### src/rtl/periph_reset_seq_pkg.sv
package periph_reset_seq_pkg;

   localparam int NUM_PHASES = 4;
   localparam int PHASE_W    = 2;
   localparam int FAIL_W     = 3;

   typedef enum logic [1:0] {
      SEQ_IDLE   = 2'd0,
      SEQ_STROBE = 2'd1,
      SEQ_POLL   = 2'd2
   } seq_state_t;

   typedef logic [PHASE_W-1:0] phase_t;

   // phase index 0..3: reset-assert, clock-disable, reset-release, clock-enable
   function automatic logic phase_target(input phase_t p);
      return (p == phase_t'(0)) || (p == phase_t'(3));
   endfunction

   // odd phases watch the clock line, even phases the reset line
   function automatic logic phase_uses_clk(input phase_t p);
      return p[0];
   endfunction

endpackage

### src/rtl/prs_poll_timer.sv
module prs_poll_timer #(
   parameter int LIMIT = 1000000
) (
   input  logic clk,
   input  logic rst_n,
   input  logic clear_i,
   input  logic step_i,
   output logic last_o
);
   localparam int CW = (LIMIT > 1) ? $clog2(LIMIT) : 1;

   logic [CW-1:0] cnt;

   always_ff @(posedge clk or negedge rst_n) begin
      if (!rst_n)       cnt <= '0;
      else if (clear_i) cnt <= '0;
      else if (step_i)  cnt <= cnt + 1'b1;
   end

   assign last_o = (cnt == CW'(LIMIT - 1));

   AST_EXPIRY_ENDS_POLL: assert property (@(posedge clk) disable iff (!rst_n)
      (last_o && !clear_i) |=> clear_i);

   AST_NO_STEP_AT_LIMIT: assert property (@(posedge clk) disable iff (!rst_n)
      last_o |-> !step_i);
endmodule

### src/rtl/prs_strobe_decode.sv
module prs_strobe_decode
   import periph_reset_seq_pkg::*;
#(
   parameter int N = NUM_PHASES
) (
   input  logic         clk,
   input  logic         rst_n,
   input  logic         fire_i,
   input  phase_t       phase_i,
   output logic [N-1:0] stb_o
);
   for (genvar g = 0; g < N; g++) begin : g_stb
      assign stb_o[g] = fire_i && (phase_i == phase_t'(g));
   end

   AST_STROBE_ONEHOT: assert property (@(posedge clk) disable iff (!rst_n)
      $onehot0(stb_o));

   AST_STROBE_ONE_CYCLE: assert property (@(posedge clk) disable iff (!rst_n)
      (stb_o != '0) |=> (stb_o == '0));
endmodule

### src/rtl/prs_seq_ctrl.sv
module prs_seq_ctrl
   import periph_reset_seq_pkg::*;
(
   input  logic              clk,
   input  logic              rst_n,
   input  logic              start_i,
   input  logic              clk_lvl_i,
   input  logic              rst_lvl_i,
   input  logic              poll_last_i,
   output logic              fire_o,
   output logic              poll_step_o,
   output logic              poll_clear_o,
   output phase_t            phase_o,
   output logic              busy_o,
   output logic              done_o,
   output logic              err_o,
   output logic [FAIL_W-1:0] fail_phase_o
);
   seq_state_t state;
   phase_t     phase;
   logic       seen, hit;

   assign seen = phase_uses_clk(phase) ? clk_lvl_i : rst_lvl_i;
   assign hit  = (seen == phase_target(phase));

   always_ff @(posedge clk or negedge rst_n) begin
      if (!rst_n) begin
         state        <= SEQ_IDLE;
         phase        <= '0;
         done_o       <= 1'b0;
         err_o        <= 1'b0;
         fail_phase_o <= '0;
      end else begin
         case (state)
            SEQ_IDLE: if (start_i) begin
               state        <= SEQ_STROBE;
               phase        <= '0;
               done_o       <= 1'b0;
               err_o        <= 1'b0;
               fail_phase_o <= '0;
            end
            SEQ_STROBE: state <= SEQ_POLL;
            SEQ_POLL: begin
               if (hit) begin
                  if (phase == phase_t'(NUM_PHASES - 1)) begin
                     state  <= SEQ_IDLE;
                     done_o <= 1'b1;
                  end else begin
                     phase <= phase + 1'b1;
                     state <= SEQ_STROBE;
                  end
               end else if (poll_last_i) begin
                  state        <= SEQ_IDLE;
                  err_o        <= 1'b1;
                  fail_phase_o <= {1'b0, phase} + FAIL_W'(1);
               end
            end
            default: state <= SEQ_IDLE;
         endcase
      end
   end

   assign busy_o       = (state != SEQ_IDLE);
   assign fire_o       = (state == SEQ_STROBE);
   assign poll_clear_o = (state != SEQ_POLL);
   assign poll_step_o  = (state == SEQ_POLL) && !hit && !poll_last_i;
   assign phase_o      = phase;

   AST_DONE_ERR_EXCL: assert property (@(posedge clk) disable iff (!rst_n)
      !(done_o && err_o));

   AST_FLAGS_HELD: assert property (@(posedge clk) disable iff (!rst_n)
      (!busy_o && !start_i) |=> ($stable(done_o) && $stable(err_o) && $stable(fail_phase_o)));

   AST_START_CLEARS: assert property (@(posedge clk) disable iff (!rst_n)
      $rose(busy_o) |-> (!done_o && !err_o && fail_phase_o == '0));

   AST_FAIL_RANGE: assert property (@(posedge clk) disable iff (!rst_n)
      err_o |-> (fail_phase_o >= FAIL_W'(1) && fail_phase_o <= FAIL_W'(NUM_PHASES)));
endmodule

### src/rtl/periph_reset_seq.sv
module periph_reset_seq
   import periph_reset_seq_pkg::*;
#(
   parameter int POLL_LIMIT = 1000000,
   parameter int STAT_W     = 32
) (
   input  logic              clk,
   input  logic              rst_n,
   input  logic              start_i,
   input  logic [STAT_W-1:0] clk_stat_i,
   input  logic [STAT_W-1:0] rst_stat_i,
   output logic              clk_en_stb_o,
   output logic              clk_dis_stb_o,
   output logic              rst_assert_stb_o,
   output logic              rst_release_stb_o,
   output logic              busy_o,
   output logic              done_o,
   output logic              err_o,
   output logic [FAIL_W-1:0] fail_phase_o
);
   if (POLL_LIMIT < 1) begin : g_bad_limit
      $error("POLL_LIMIT must be at least 1");
   end
   if (STAT_W < 1) begin : g_bad_width
      $error("STAT_W must be at least 1");
   end

   if (STAT_W > 1) begin : g_wide_stat
      logic unused_hi_bits;
      assign unused_hi_bits = ^{clk_stat_i[STAT_W-1:1], rst_stat_i[STAT_W-1:1]};
   end

   logic                  fire, step, clear, last;
   phase_t                phase;
   logic [NUM_PHASES-1:0] stb;

   prs_seq_ctrl i_ctrl (
      .clk          (clk),
      .rst_n        (rst_n),
      .start_i      (start_i),
      .clk_lvl_i    (clk_stat_i[0]),
      .rst_lvl_i    (rst_stat_i[0]),
      .poll_last_i  (last),
      .fire_o       (fire),
      .poll_step_o  (step),
      .poll_clear_o (clear),
      .phase_o      (phase),
      .busy_o       (busy_o),
      .done_o       (done_o),
      .err_o        (err_o),
      .fail_phase_o (fail_phase_o)
   );

   prs_poll_timer #(.LIMIT(POLL_LIMIT)) i_timer (
      .clk     (clk),
      .rst_n   (rst_n),
      .clear_i (clear),
      .step_i  (step),
      .last_o  (last)
   );

   prs_strobe_decode #(.N(NUM_PHASES)) i_dec (
      .clk     (clk),
      .rst_n   (rst_n),
      .fire_i  (fire),
      .phase_i (phase),
      .stb_o   (stb)
   );

   assign rst_assert_stb_o  = stb[0];
   assign clk_dis_stb_o     = stb[1];
   assign rst_release_stb_o = stb[2];
   assign clk_en_stb_o      = stb[3];

   AST_STROBE_NEEDS_BUSY: assert property (@(posedge clk) disable iff (!rst_n)
      (stb != '0) |-> busy_o);

   AST_NO_STROBE_AFTER_ERR: assert property (@(posedge clk) disable iff (!rst_n)
      err_o |-> (stb == '0));
endmodule

### config.mk
export PLATFORM = sky130hd
export DESIGN_NAME = periph_reset_seq
export DESIGN_NICKNAME = d
export VERILOG_FILES = /design/src/rtl/periph_reset_seq_pkg.sv /design/src/rtl/prs_poll_timer.sv /design/src/rtl/prs_strobe_decode.sv /design/src/rtl/prs_seq_ctrl.sv /design/src/rtl/periph_reset_seq.sv
export SDC_FILE = /design/constraint.sdc
export NUM_CORES = 1
export LEC_CHECK = 0
export BUFFER_PORTS_ARGS = -buffer_cell sky130_fd_sc_hd__buf_2
export CAP_MARGIN = 40
export CORE_ASPECT_RATIO = 1.25
export CORE_MARGIN = 2
export CORE_UTILIZATION = 41
export DETAILED_ROUTE_END_ITERATION = 8
export GPL_TIMING_DRIVEN = 0
export PLACE_DENSITY = 0.76
export SYNTH_ARGS = -nofsm -noshare
export SYNTH_HDL_FRONTEND = slang
export SYNTH_SLANG_ARGS = --single-unit
export TNS_END_PERCENT = 30
### constraint.sdc
create_clock -name clk -period 2.4 [get_ports clk]
set_clock_uncertainty 0.2 [all_clocks]
set_input_delay 0.12 -clock clk [delete_from_list [all_inputs] [get_ports clk]]
set_output_delay 0.12 -clock clk [all_outputs]
set_load 0.05 [all_outputs]
* Yosys cells after proc, flatten, opt, wreduce, memory -nomap -nowiden
Cells that the tools add are included.
Storage, ports and cells: register bits 29, bits of input ports 67, output and inout port bits 10, word-level logic and storage cells 65
Operators by class: add/sub/neg operators 3, eq/ne operators 15, muxes and demuxes 23, reduce and logical (&&, ||, !) cells 18
Operators with widths (count):
- $mux 20 | 2
- $add 20x1->20 const B | 1
- $eq 20x20->1 const B | 1
- $mux 2 | 6
- $reduce_and 4->1 | 3
- $mux 3 | 3
- $ne 2x2->1 const B | 4
- $mux 1 | 7
- $eq 2x2->1 const B | 3
- $logic_and 1x1->1 | 6
- $ne 2x1->1 const B | 3
- $pmux 2 s3 | 1
- $pmux 3 s2 | 1
- $reduce_bool 2->1 | 3
- $eq 2x1->1 const B | 2
- $logic_not 2->1 | 2
- $pmux 1 s2 | 2
- $pmux 2 s2 | 1
- $add 2x1->3 const B | 1
- $ne 3x1->1 const B | 1
- $add 2x1->2 const B | 1
- $logic_not 1->1 | 2
- $reduce_and 2->1 | 1
- $eq 1x1->1 | 1
- $logic_or 1x1->1 | 1

* Longest topological paths before layout
Gate-level depths: netlist (run 1).
word-level depth 8, gate-level depth with buffers 8, depth with buffers taken out 7

* Hierarchy
A second synthesis (run 1) with hierarchy kept.
Second synthesis, totals: cells, all modules 169, area total of the unflattened synthesis 1589.0 µm²
Modules (own cells, without submodules):
- prs_poll_timer | instances 1, cells an instance 108, area an instance 1043.5 µm², sequential area each 500.5 µm²
- prs_seq_ctrl | instances 1, cells an instance 57, area an instance 508.0 µm², sequential area each 225.2 µm²
- prs_strobe_decode | instances 1, cells an instance 4, area an instance 37.5 µm², sequential area each 0.0 µm²

* Least setup slack after synthesis (run 1)
Ideal clock, no wire load.
path type flip-flop to flip-flop, from register i_ctrl.phase[0] (netlist: i_ctrl.phase_o[0]), to register i_timer.cnt[8], library setup time 78 ps, arrival 2179 ps, required time 2122 ps, slack -56 ps, stages on the path, launching flop included 8, buffers on the path 0, clock period less this slack 2456 ps, path through dfrtp_1 -> inv_1 -> ha_1 -> or3b_1 -> mux2i_4 -> o21ai_2 -> or4_1 -> a21oi_1
Between the ends: word-level cells in the longest chain between the ends 7, elaborated cells on any way between the ends 9, those cells by class 2 x eq/ne; 1 x mux; 6 x reduce/logical
RTL lines:
- start: declaration | RTL line prs_seq_ctrl.sv:20 | phase_t phase;
- start signal: assignment | RTL line prs_seq_ctrl.sv:49 | phase <= phase + 1'b1;
- $eq 2x2->1 or $logic_not 2->1 (tied branches) | RTL line periph_reset_seq_pkg.sv:17 | return (p == phase_t'(0)) || (p == phase_t'(3));
- $logic_or 1x1->1 | RTL line periph_reset_seq_pkg.sv:17
- $eq 1x1->1 * | RTL line prs_seq_ctrl.sv:24 | assign hit = (seen == phase_target(phase));
- $logic_not 1->1 * | RTL line prs_seq_ctrl.sv:66 | assign poll_step_o = (state == SEQ_POLL) && !hit && !poll_last_i;
- $logic_and 1x1->1 * (2 in series) | RTL line prs_seq_ctrl.sv:66
- $reduce_bool 2->1 (no line) *
- end signal: assignment | RTL line prs_poll_timer.sv:17 | else if (step_i) cnt <= cnt + 1'b1;
- end: declaration | RTL line prs_poll_timer.sv:12 | logic [CW-1:0] cnt;
Mark *: on every way between the ends. The rest lies on a longest branch, timed or not. A chain may end at the register's enable or synchronous reset.

* Worst setup path in the final report (run 1)
Ends and elaborated chain as after synthesis.

==> results of run 1 <==
[repair_timing]
item	in CTS	in global routing
resized for setup	0	6
hold buffers	2	0
setup endpoints to repair	7	5
buffers inserted	1	0
endpoints found under the hold margin	30	0
[cells in the final DEF (no fill, tap or decap), types with 2 or more instances in the layout]
cell / Yosys / layout
clkbuf_1: 4 / 4
inv_2: 0 / 2
clkbuf_8: 0 / 7
and4_1: 2 / 2
a21oi_1: 5 / 5
inv_1: 7 / 5
nand2_1: 16 / 16
dfrtp_1: 29 / 28
dlygate4sd3_1: 0 / 2
xor2_1: 10 / 10
or2_2: 2 / 2
or3_1: 6 / 6
buf_2: 1 / 14
nor3_1: 4 / 4
o31ai_1: 4 / 4
mux2i_1: 5 / 5
nor4b_1: 2 / 2
nand4_1: 5 / 5
o211ai_1: 3 / 3
nand3_1: 12 / 12
and2_1: 7 / 7
o21ai_0: 10 / 10
nor2_1: 12 / 12
ha_1: 5 / 4
[worst paths after layout]
kind | endpoint | start | depth (start not counted) | slack (ns)
min reg2reg | i_ctrl.err_o | i_ctrl.err_o | 2 | 0.26
min in group clk | i_ctrl.err_o | i_ctrl.err_o | 2 | 0.26
max in group asynchronous | i_ctrl.phase_o[0] | rst_n | 2 | 1.35
max reg2reg | i_timer.cnt[8] | i_ctrl.phase_o[0] | 7 | 0.08
min | i_timer.cnt[2] | rst_n | 2 | 0.19
max | i_timer.cnt[8] | i_ctrl.phase_o[0] | 7 | 0.08
[per-layer routing]
metal	vias to the layer above	GRT usage (%)	share of wire (%)
met5	-	0	0
met4	0	9.60	2.6
met3	5	4.26	3.6
met2	21	27.4	50
met1	604	19.2	44
li1	611	-	-
[power by group through the flow]
stage                     Combinational (mW)  Clock, mW  Sequential, mW
final                                  0.533      0.454           0.588
after floorplan                        0.381          0           0.598
after detailed placement               0.519          0           0.594
after global routing                   0.592      0.481           0.598
after CTS                              0.531      0.465           0.585
after global placement                 0.506          0           0.592
[flip-flops by register name, summed over array words and instances, names as in the netlist]
register,flops
i_ctrl.err_o,1
i_ctrl.phase_o,2
i_ctrl.done_o,1
i_ctrl.state,2
i_timer.cnt,20
i_ctrl.fail_phase_o,3
[logic make-up after synthesis]
family,after synthesis,share of synthesized area (%)
buffers and inverters,12,2.99
AND/OR/NAND/NOR,76,26.3
XOR/XNOR,11,6.23
multiplexers,6,4.69
flip-flops,29,46.9
AO/OA/AOI/OAI,23,8.82
adder cells (fa/ha/maj),5,4.05
[worst reg2reg max path, delay by kind of cell, from the launching register on]
family,cells,cell delay [ns]
AO/OA/AOI/OAI,2,0.25
adder cells (fa/ha/maj),1,0.20
buffers and inverters,1,0.10
flip-flops,1,0.46
multiplexers,1,0.18
AND/OR/NAND/NOR,2,0.86
[layout make-up]
| class | instances | area (µm²) | share of cell area, % |
|---|---|---|---|
| repair buffers | 17 | 97.6 | 5.35 |
| clock buffers | 7 | 96.3 | 5.28 |
| multi-input cells | 121 | 801 | 43.9 |
| well taps | 39 | 48.8 | 2.67 |
| inverters | 7 | 26.3 | 1.44 |
| clock inverters | 1 | 5.00 | 0.274 |
| flip-flops and latches | 29 | 727 | 39.8 |
| plain buffers | 5 | 22.5 | 1.23 |
==> flow_summary.ini, run 1 <==
[run_status]
status = finished, violations left
violations = design-rule violations

[timing]
period_share_pct = 96.7
hold_ws_ns = 0.192
fin_ws_ns = 0.0789
rsz0062_at_grt = yes
finalSetupViolCount = 0
finalSetupTns_ns = 0
maxSlewHeadroom_pct = 57.1
fin_crit_ns = 2.32
fmax_mhz = 431
slew_violations = 0
worst_pin_slew_ns = 0.644
hold_viol = 0

[place]
placed_cells = 215
post-place-ws_ns = -0.185
place_congestion = 0.811
port_buffers = 14
dpl-instance-area_um2 = 1680
place_hpwl_um = 2150

[logic_synthesis]
synth-edff-count = 0
synth_seq_cells = 29
async_flop_share_pct = 100
synth_warnings = 0
synth_top_area_share_pct = 46.9
ys_types = 32
avgSynthCellArea_um2 = 9.55
synth_area_um2 = 1550
synth_area_leader_cell = dfrtp_1
syn_inst = 162
ys_seq_area_share_pct = 46.9
synthFlopType = dfrtp_1
syn-num-nets = 234
yosys-top-cells-area = dfrtp_1, xor2_1, ha_1, nand3_1, nand2_1
synth_most_common_cell = dfrtp_1
synthTopCellsByCount = dfrtp_1, nand2_1, nand3_1, nor2_1

[finish]
instances_no_fill = 226
area_growth_pct = 18.0
nNetsFinal = 258
n_fill_cell = 330
antenna_cells = 0
final_layout_size_suffix_gt1_share_pct = 18.2
fin_area_um2 = 1820
final_util_pct = 51.5

[routing]
initialDrtViolationCount = 24
routedWlPerCell_um = 13.4
remaining_drc_errors = 1
antenna_left = 0
vias_per_cell = 5.49
num_vias = 1241
drtPass1Iterations = 6
wl_um = 3030

[floorplan]
rows = 24
start_util_pct = 43.6
die_h_um = 72.7
coreArea_um2 = 3540
io-pin-count = 77
fp.dieArea_um2 = 4280
fp.dieW_um = 58.9

[global_route]
grt_pass1_wl_um = 5320
grt_max_degree = 30
grt_usage_pct = 16.6
antenna_found_initial = 0
grt_pass1_vias = 1209
gr-total-overflow = 0

[worst_setup_path]
end_kind = register
critPathMaxFanout = 7
worstSetupPathType = register to register
crit_slowest_cell = or4_4
arrival_ns = 2.34
cp.required_ns = 2.42
crit_chain = inv_2 -> ha_4 -> or3b_4 -> mux2i_4 -> o21ai_4 -> or4_4 -> a21oi_1
critPathLaunchType = register
crit_buf_inv = 1
critPathTopFamily = simple AND/OR/NAND/NOR gates
critical-path-max-stage-delay_ns = 0.48

[run]
drv_cap = 0

[pwr]
p_seq_share_pct = 37.3
internal_power_mw = 0.970
power_mw = 1.57
peakVddDrop_mv = 0.298
switching_share_pct = 38.4
cellPowerDensity_nw_per_um2 = 863
clkPwrFrac_pct = 28.8
comb_power_share_pct = 33.8
p_leak_nw = 0.807
p_switching_mw = 0.604

[clocking]
cts_root_buf = clkbuf_8
tritoncts = done
cts_sinks = 29
cts_buffers = 5
path_clk_slew_ns = 0.07
htree_levels = 2
clockBufferDepth = 2
clk_latency_ns = 0.29

[worst_hold_path]
hold_class = input pin to asynchronous set/reset pin
Note: power is estimated with default switching activity, not from simulation.
==> run 2: changes to the inputs <==
--- a/config.mk
+++ b/config.mk
@@ -12,7 +12,7 @@
 export CORE_UTILIZATION = 41
 export DETAILED_ROUTE_END_ITERATION = 8
 export GPL_TIMING_DRIVEN = 0
-export PLACE_DENSITY = 0.76
+export PLACE_DENSITY = 0.77
 export SYNTH_ARGS = -nofsm -noshare
 export SYNTH_HDL_FRONTEND = slang
 export SYNTH_SLANG_ARGS = --single-unit
==> run 2 against run 1 <==
The flow still finishes with violations (design-rule violations). Wire length decreased by 1.1%. First-iteration DRC count increased by 92%. Combinational power increased by 5.8%. Core utilization increased by 0.18 points. Hold slack got worse by 0.012 ns. Sequential power decreased by 0.9%. Register-to-register slack improved by 0.02 ns. Sequential share of layout area decreased by 0.14 points. Maximum frequency increased by 1.0%. Non-clock buffer count increased by 3. Count of clock-buffer cells in the layout increased by 1. Critical path depth unchanged. Largest cell class unchanged. Highest routed layer unchanged.
==> flow_summary.ini, run 2 (synthesis gave the netlist of run 1 again) <==
[floorplan]
rows = 24
start_util_pct = 43.6
coreArea_um2 = 3540
fp.dieW_um = 58.9
io-pin-count = 77
die_h_um = 72.7
fp.dieArea_um2 = 4280

[place]
post-place-ws_ns = -0.206
place_congestion = 0.841
placed_cells = 215
port_buffers = 14
place_hpwl_um = 2060

[routing]
routedWlPerCell_um = 13.1
top_layer = met4
wl_met1_um = 1370
wl_met3_um = 109
met2_wirelength_um = 1440
antenna_left = 0
drtPass1Iterations = 6
vias_per_cell = 5.39
initialDrtViolationCount = 46
wl_um = 3000
num_vias = 1234
remaining_drc_errors = 1

[timing]
fin_ws_ns = 0.102
worst_pin_slew_ns = 0.633
rsz0062_at_grt = no
fin_crit_ns = 2.30
slew_violations = 0
hold_viol = 0
period_share_pct = 95.7
fmax_mhz = 435
finalSetupViolCount = 0
maxSlewHeadroom_pct = 57.8
hold_ws_ns = 0.180
finalSetupTns_ns = 0

[clocking]
cts_sinks = 29
tritoncts = done
clockBufferDepth = 2
cts_buffers = 5
clk_latency_ns = 0.28
htree_levels = 2
path_clk_slew_ns = 0.06
cts_root_buf = clkbuf_8

[worst_setup_path]
arrival_ns = 2.31
critPathLaunchType = register
crit_chain = inv_2 -> ha_4 -> or3b_4 -> mux2i_4 -> o21ai_4 -> or4_4 -> a21oi_2
crit_slowest_cell = or4_4
worstSetupPathType = register to register
worstSetupStartpoint = i_ctrl.phase_o[0]
r2r-end = i_timer.cnt[8]
critical-path-max-stage-delay_ns = 0.49
reg2reg_depth = 7
reg2reg_from = i_ctrl.phase_o[0]
end_kind = register
cp.required_ns = 2.41
rrSetupSlack_ns = 0.10
critPathMaxFanout = 7

[finish]
biggestRegsByFlops = i_timer.cnt: 20 flops, i_ctrl.fail_phase_o: 3 flops
largest_register_ffs = 20
nNetsFinal = 261
final_util_pct = 51.7
area_growth_pct = 18.4
instances_no_fill = 229
top_register = i_timer.cnt
n_fill_cell = 332
final_layout_size_suffix_gt1_share_pct = 18.9
final_cell_mix = dfrtp_1, nand2_1, buf_2
final_common_cell = dfrtp_1
antenna_cells = 0

[pwr]
cellPowerDensity_nw_per_um2 = 836
p_leak_nw = 0.807
peakVddDrop_mv = 0.325

[global_route]
grt_max_degree = 30
grt_pass1_wl_um = 5140
grt_usage_pct = 16.2
gr-total-overflow = 0
antenna_found_initial = 0
grt_pass1_vias = 1164

[run_status]
violations = design-rule violations
status = finished, violations left

[run]
drv_cap = 0

[worst_hold_path]
hold_class = input pin to asynchronous set/reset pin
==> run 2: layout make-up <==
class / count / area [µm²] / share of cell area, %
well taps: 39 / 48.8 / 2.67
clock buffers: 8 / 80.1 / 4.37
flip-flops and latches: 29 / 727 / 39.7
inverters: 7 / 26.3 / 1.44
multi-input cells: 121 / 808 / 44.2
repair buffers: 20 / 120 / 6.56
plain buffers: 5 / 20.0 / 1.09
==> run 2: metal layers <==
metal  GRT usage (%)  vias to the layer above
li1                -                      621
met1            18.7                      586
met2            25.3                       21
met3            5.32                        6
met4            10.4                        0
met5               0                        -
==> run 2: how the worst max path moves through the flow <==
stage / slack, ns / cells after the start / end
finish: 0.10 / 7 / i_timer.cnt[8]
global route: 0.01 / 7 / i_timer.cnt[8]
CTS: 0.03 / 7 / i_timer.cnt[8]
detailed placement: -0.21 / 7 / i_timer.cnt[8]
global placement: -0.15 / 7 / i_timer.cnt[8]
floorplan: 0.02 / 7 / i_timer.cnt[8]
==> run 2: repair_timing <==
item,4_1_cts,5_1_grt
resized for setup,1,6
hold endpoints to repair,30,0
hold buffers,2,0
setup endpoints to repair,7,1
cloned,0,0
buffers inserted,1,3
==> run 2: metrics by stage <==
| stage | total power [mW] | area (µm²) |
|---|---|---|
| final | 1.53 | 1830 |
| after global routing | 1.62 | 1830 |
| after CTS | 1.51 | 1790 |
| after detailed placement | 1.11 | 1680 |
| after global placement | 1.10 | 1680 |
| after floorplan | 0.979 | 1560 |
==> run 2: critical path, delay by kind of cell, from the launching register on <==
family	cells	cell delay (ns)
and+or+nand+nor	2	0.87
buffers and inverters	1	0.09
AOI/OAI and AO/OA	2	0.25
DFF	1	0.44
muxes	1	0.19
adders and majority gates	1	0.20
==> run 2: report_power, final <==
group / leakage (nW) / switching [mW] / total, mW / internal, mW
Sequential: 0.399 / 0.0522 / 0.583 / 0.531
Clock: 0.0395 / 0.178 / 0.384 / 0.205
Combinational: 0.368 / 0.365 / 0.564 / 0.198
Total: 0.807 / 0.596 / 1.53 / 0.935
==> run 3: changes to the inputs <==
--- a/config.mk
+++ b/config.mk
@@ -12,6 +12,7 @@
 export CORE_UTILIZATION = 41
 export DETAILED_ROUTE_END_ITERATION = 8
 export GPL_TIMING_DRIVEN = 0
+export MAX_ROUTING_LAYER = met4
 export PLACE_DENSITY = 0.77
 export SYNTH_ARGS = -nofsm -noshare
 export SYNTH_HDL_FRONTEND = slang
==> run 3 against run 2 <==
The run still ends with design-rule violations left. Total power barely moved. Highest routed layer unchanged. Critical endpoint unchanged. Wire length barely moved. Register-to-register slack barely moved. Cell area unchanged. Core utilization stayed put. Largest power group unchanged. Maximum frequency hardly changed. Sequential share of layout area did not move. Via count shrank 0.16%. Global-route usage increased by 0.47 points. Sequential power barely moved. Flip-flop and latch count stayed put.
==> flow_summary.ini, run 3 (synthesis gave the netlist of run 1 again) <==
[run_status]
status = finished, violations left
violations = design-rule violations

[routing]
vias_per_cell = 5.38
num_vias = 1232
initialDrtViolationCount = 45
drtPass1Iterations = 6
antenna_left = 0
remaining_drc_errors = 1
routedWlPerCell_um = 13.1
wl_um = 3000

[timing]
hold_viol = 0
hold_ws_ns = 0.180
fin_crit_ns = 2.30
period_share_pct = 95.8
rsz0062_at_grt = no
slew_violations = 0
maxSlewHeadroom_pct = 57.8
fmax_mhz = 435
worst_pin_slew_ns = 0.633
finalSetupViolCount = 0

[floorplan]
fp.dieW_um = 58.9
start_util_pct = 43.6
rows = 24
fp.dieArea_um2 = 4280
io-pin-count = 77
die_h_um = 72.7
coreArea_um2 = 3540

[clocking]
cts_sinks = 29
clockBufferDepth = 2
tritoncts = done
path_clk_slew_ns = 0.06
cts_buffers = 5
htree_levels = 2
cts_root_buf = clkbuf_8
clk_latency_ns = 0.28

[finish]
antenna_cells = 0
nNetsFinal = 261
largest_register_ffs = 20
final_layout_size_suffix_gt1_share_pct = 18.9
area_growth_pct = 18.4
fin_area_um2 = 1830
instances_no_fill = 229
multi_input_comb_area_um2 = 808
final_util_pct = 51.7
final_cell_mix = dfrtp_1, nand2_1, buf_2
register_area_um2 = 727
top_register = i_timer.cnt
final_common_cell = dfrtp_1
n_fill_cell = 332
biggestRegsByFlops = i_timer.cnt: 20 flops, i_ctrl.fail_phase_o: 3 flops

[worst_setup_path]
worstSetupPathType = register to register
arrival_ns = 2.31
end_kind = register
critPathMaxFanout = 7
reg2reg_depth = 7
cp.required_ns = 2.41
critPathLaunchType = register

[pwr]
cellPowerDensity_nw_per_um2 = 836
peakVddDrop_mv = 0.324
p_leak_nw = 0.807
power_mw = 1.53

[run]
drv_cap = 0

[global_route]
antenna_found_initial = 0
grt_pass1_wl_um = 5150
grt_pass1_vias = 1162
grt_usage_pct = 16.6
gr-total-overflow = 0
grt_max_degree = 30

[place]
place_hpwl_um = 2060
place_congestion = 0.854
dpl-instance-area_um2 = 1680
placed_cells = 215
port_buffers = 14

[worst_hold_path]
hold_class = input pin to asynchronous set/reset pin
-- run 3: cell counts in the layout (fill, tap and decap cells not counted) --
Identical to the previous run, type by type.
-- run 3: worst paths after layout --
check	from	to	slack, ns
max	i_ctrl.phase_o[0]	i_timer.cnt[8]	0.10
min	rst_n	i_timer.cnt[1]	0.18
max reg2reg	i_ctrl.phase_o[0]	i_timer.cnt[8]	0.10
min reg2reg	i_ctrl.err_o	i_ctrl.err_o	0.29
max in group asynchronous	rst_n	i_ctrl.phase_o[0]	1.35
min in group clk	i_ctrl.err_o	i_ctrl.err_o	0.29
-- run 3: cell type report --
| cell class | count | area share, % |
|---|---|---|
| buffer | 5 | 1.09 |
| tap | 39 | 2.67 |
| clock buffer | 8 | 4.37 |
| sequential | 29 | 39.7 |
| timing repair buffer | 20 | 6.56 |
| inverter | 7 | 1.44 |
| multi-input combinational | 121 | 44.2 |
-- run 3: per-stage QoR --
stage | setup TNS [ns] | worst slack [ns]
floorplan | 0 | 0.0239
global placement | -0.284 | -0.145
detailed placement | -0.627 | -0.206
CTS | 0 | 0.0348
global route | 0 | 0.0116
finish | 0 | 0.102
-- run 3: timing repair --
| item | 4_1_cts | 5_1_grt |
|---|---|---|
| buffers inserted | 1 | 3 |
| setup endpoints to repair | 7 | 1 |
| resized for setup | 1 | 6 |
| hold buffers | 2 | 0 |
| endpoints found under the hold margin | 30 | 0 |
-- run 3: report_power, final --
| part | switching, mW | total [mW] | internal, mW |
|---|---|---|---|
| combinational | 0.366 | 0.564 | 0.198 |
| sequential | 0.0522 | 0.583 | 0.531 |
| clock | 0.178 | 0.383 | 0.205 |
| total | 0.596 | 1.53 | 0.935 |
-- run 3: critical path: stages (launching register included) --
cell	delay, ns
dfrtp_2	0.44
inv_2	0.09
ha_4	0.20
or3b_4	0.38
mux2i_4	0.19
o21ai_4	0.11
or4_4	0.49
a21oi_2	0.14
-- run 3: metal layers --
metal | wire length, µm | up-vias | GRT usage (%)
met1 | 1370 | 584 | 18.8
li1 | - | 621 | -
met4 | 82 | 0 | 10.4
met2 | 1440 | 21 | 25.2
met5 | 0 | - | -
met3 | 109 | 6 | 5.32
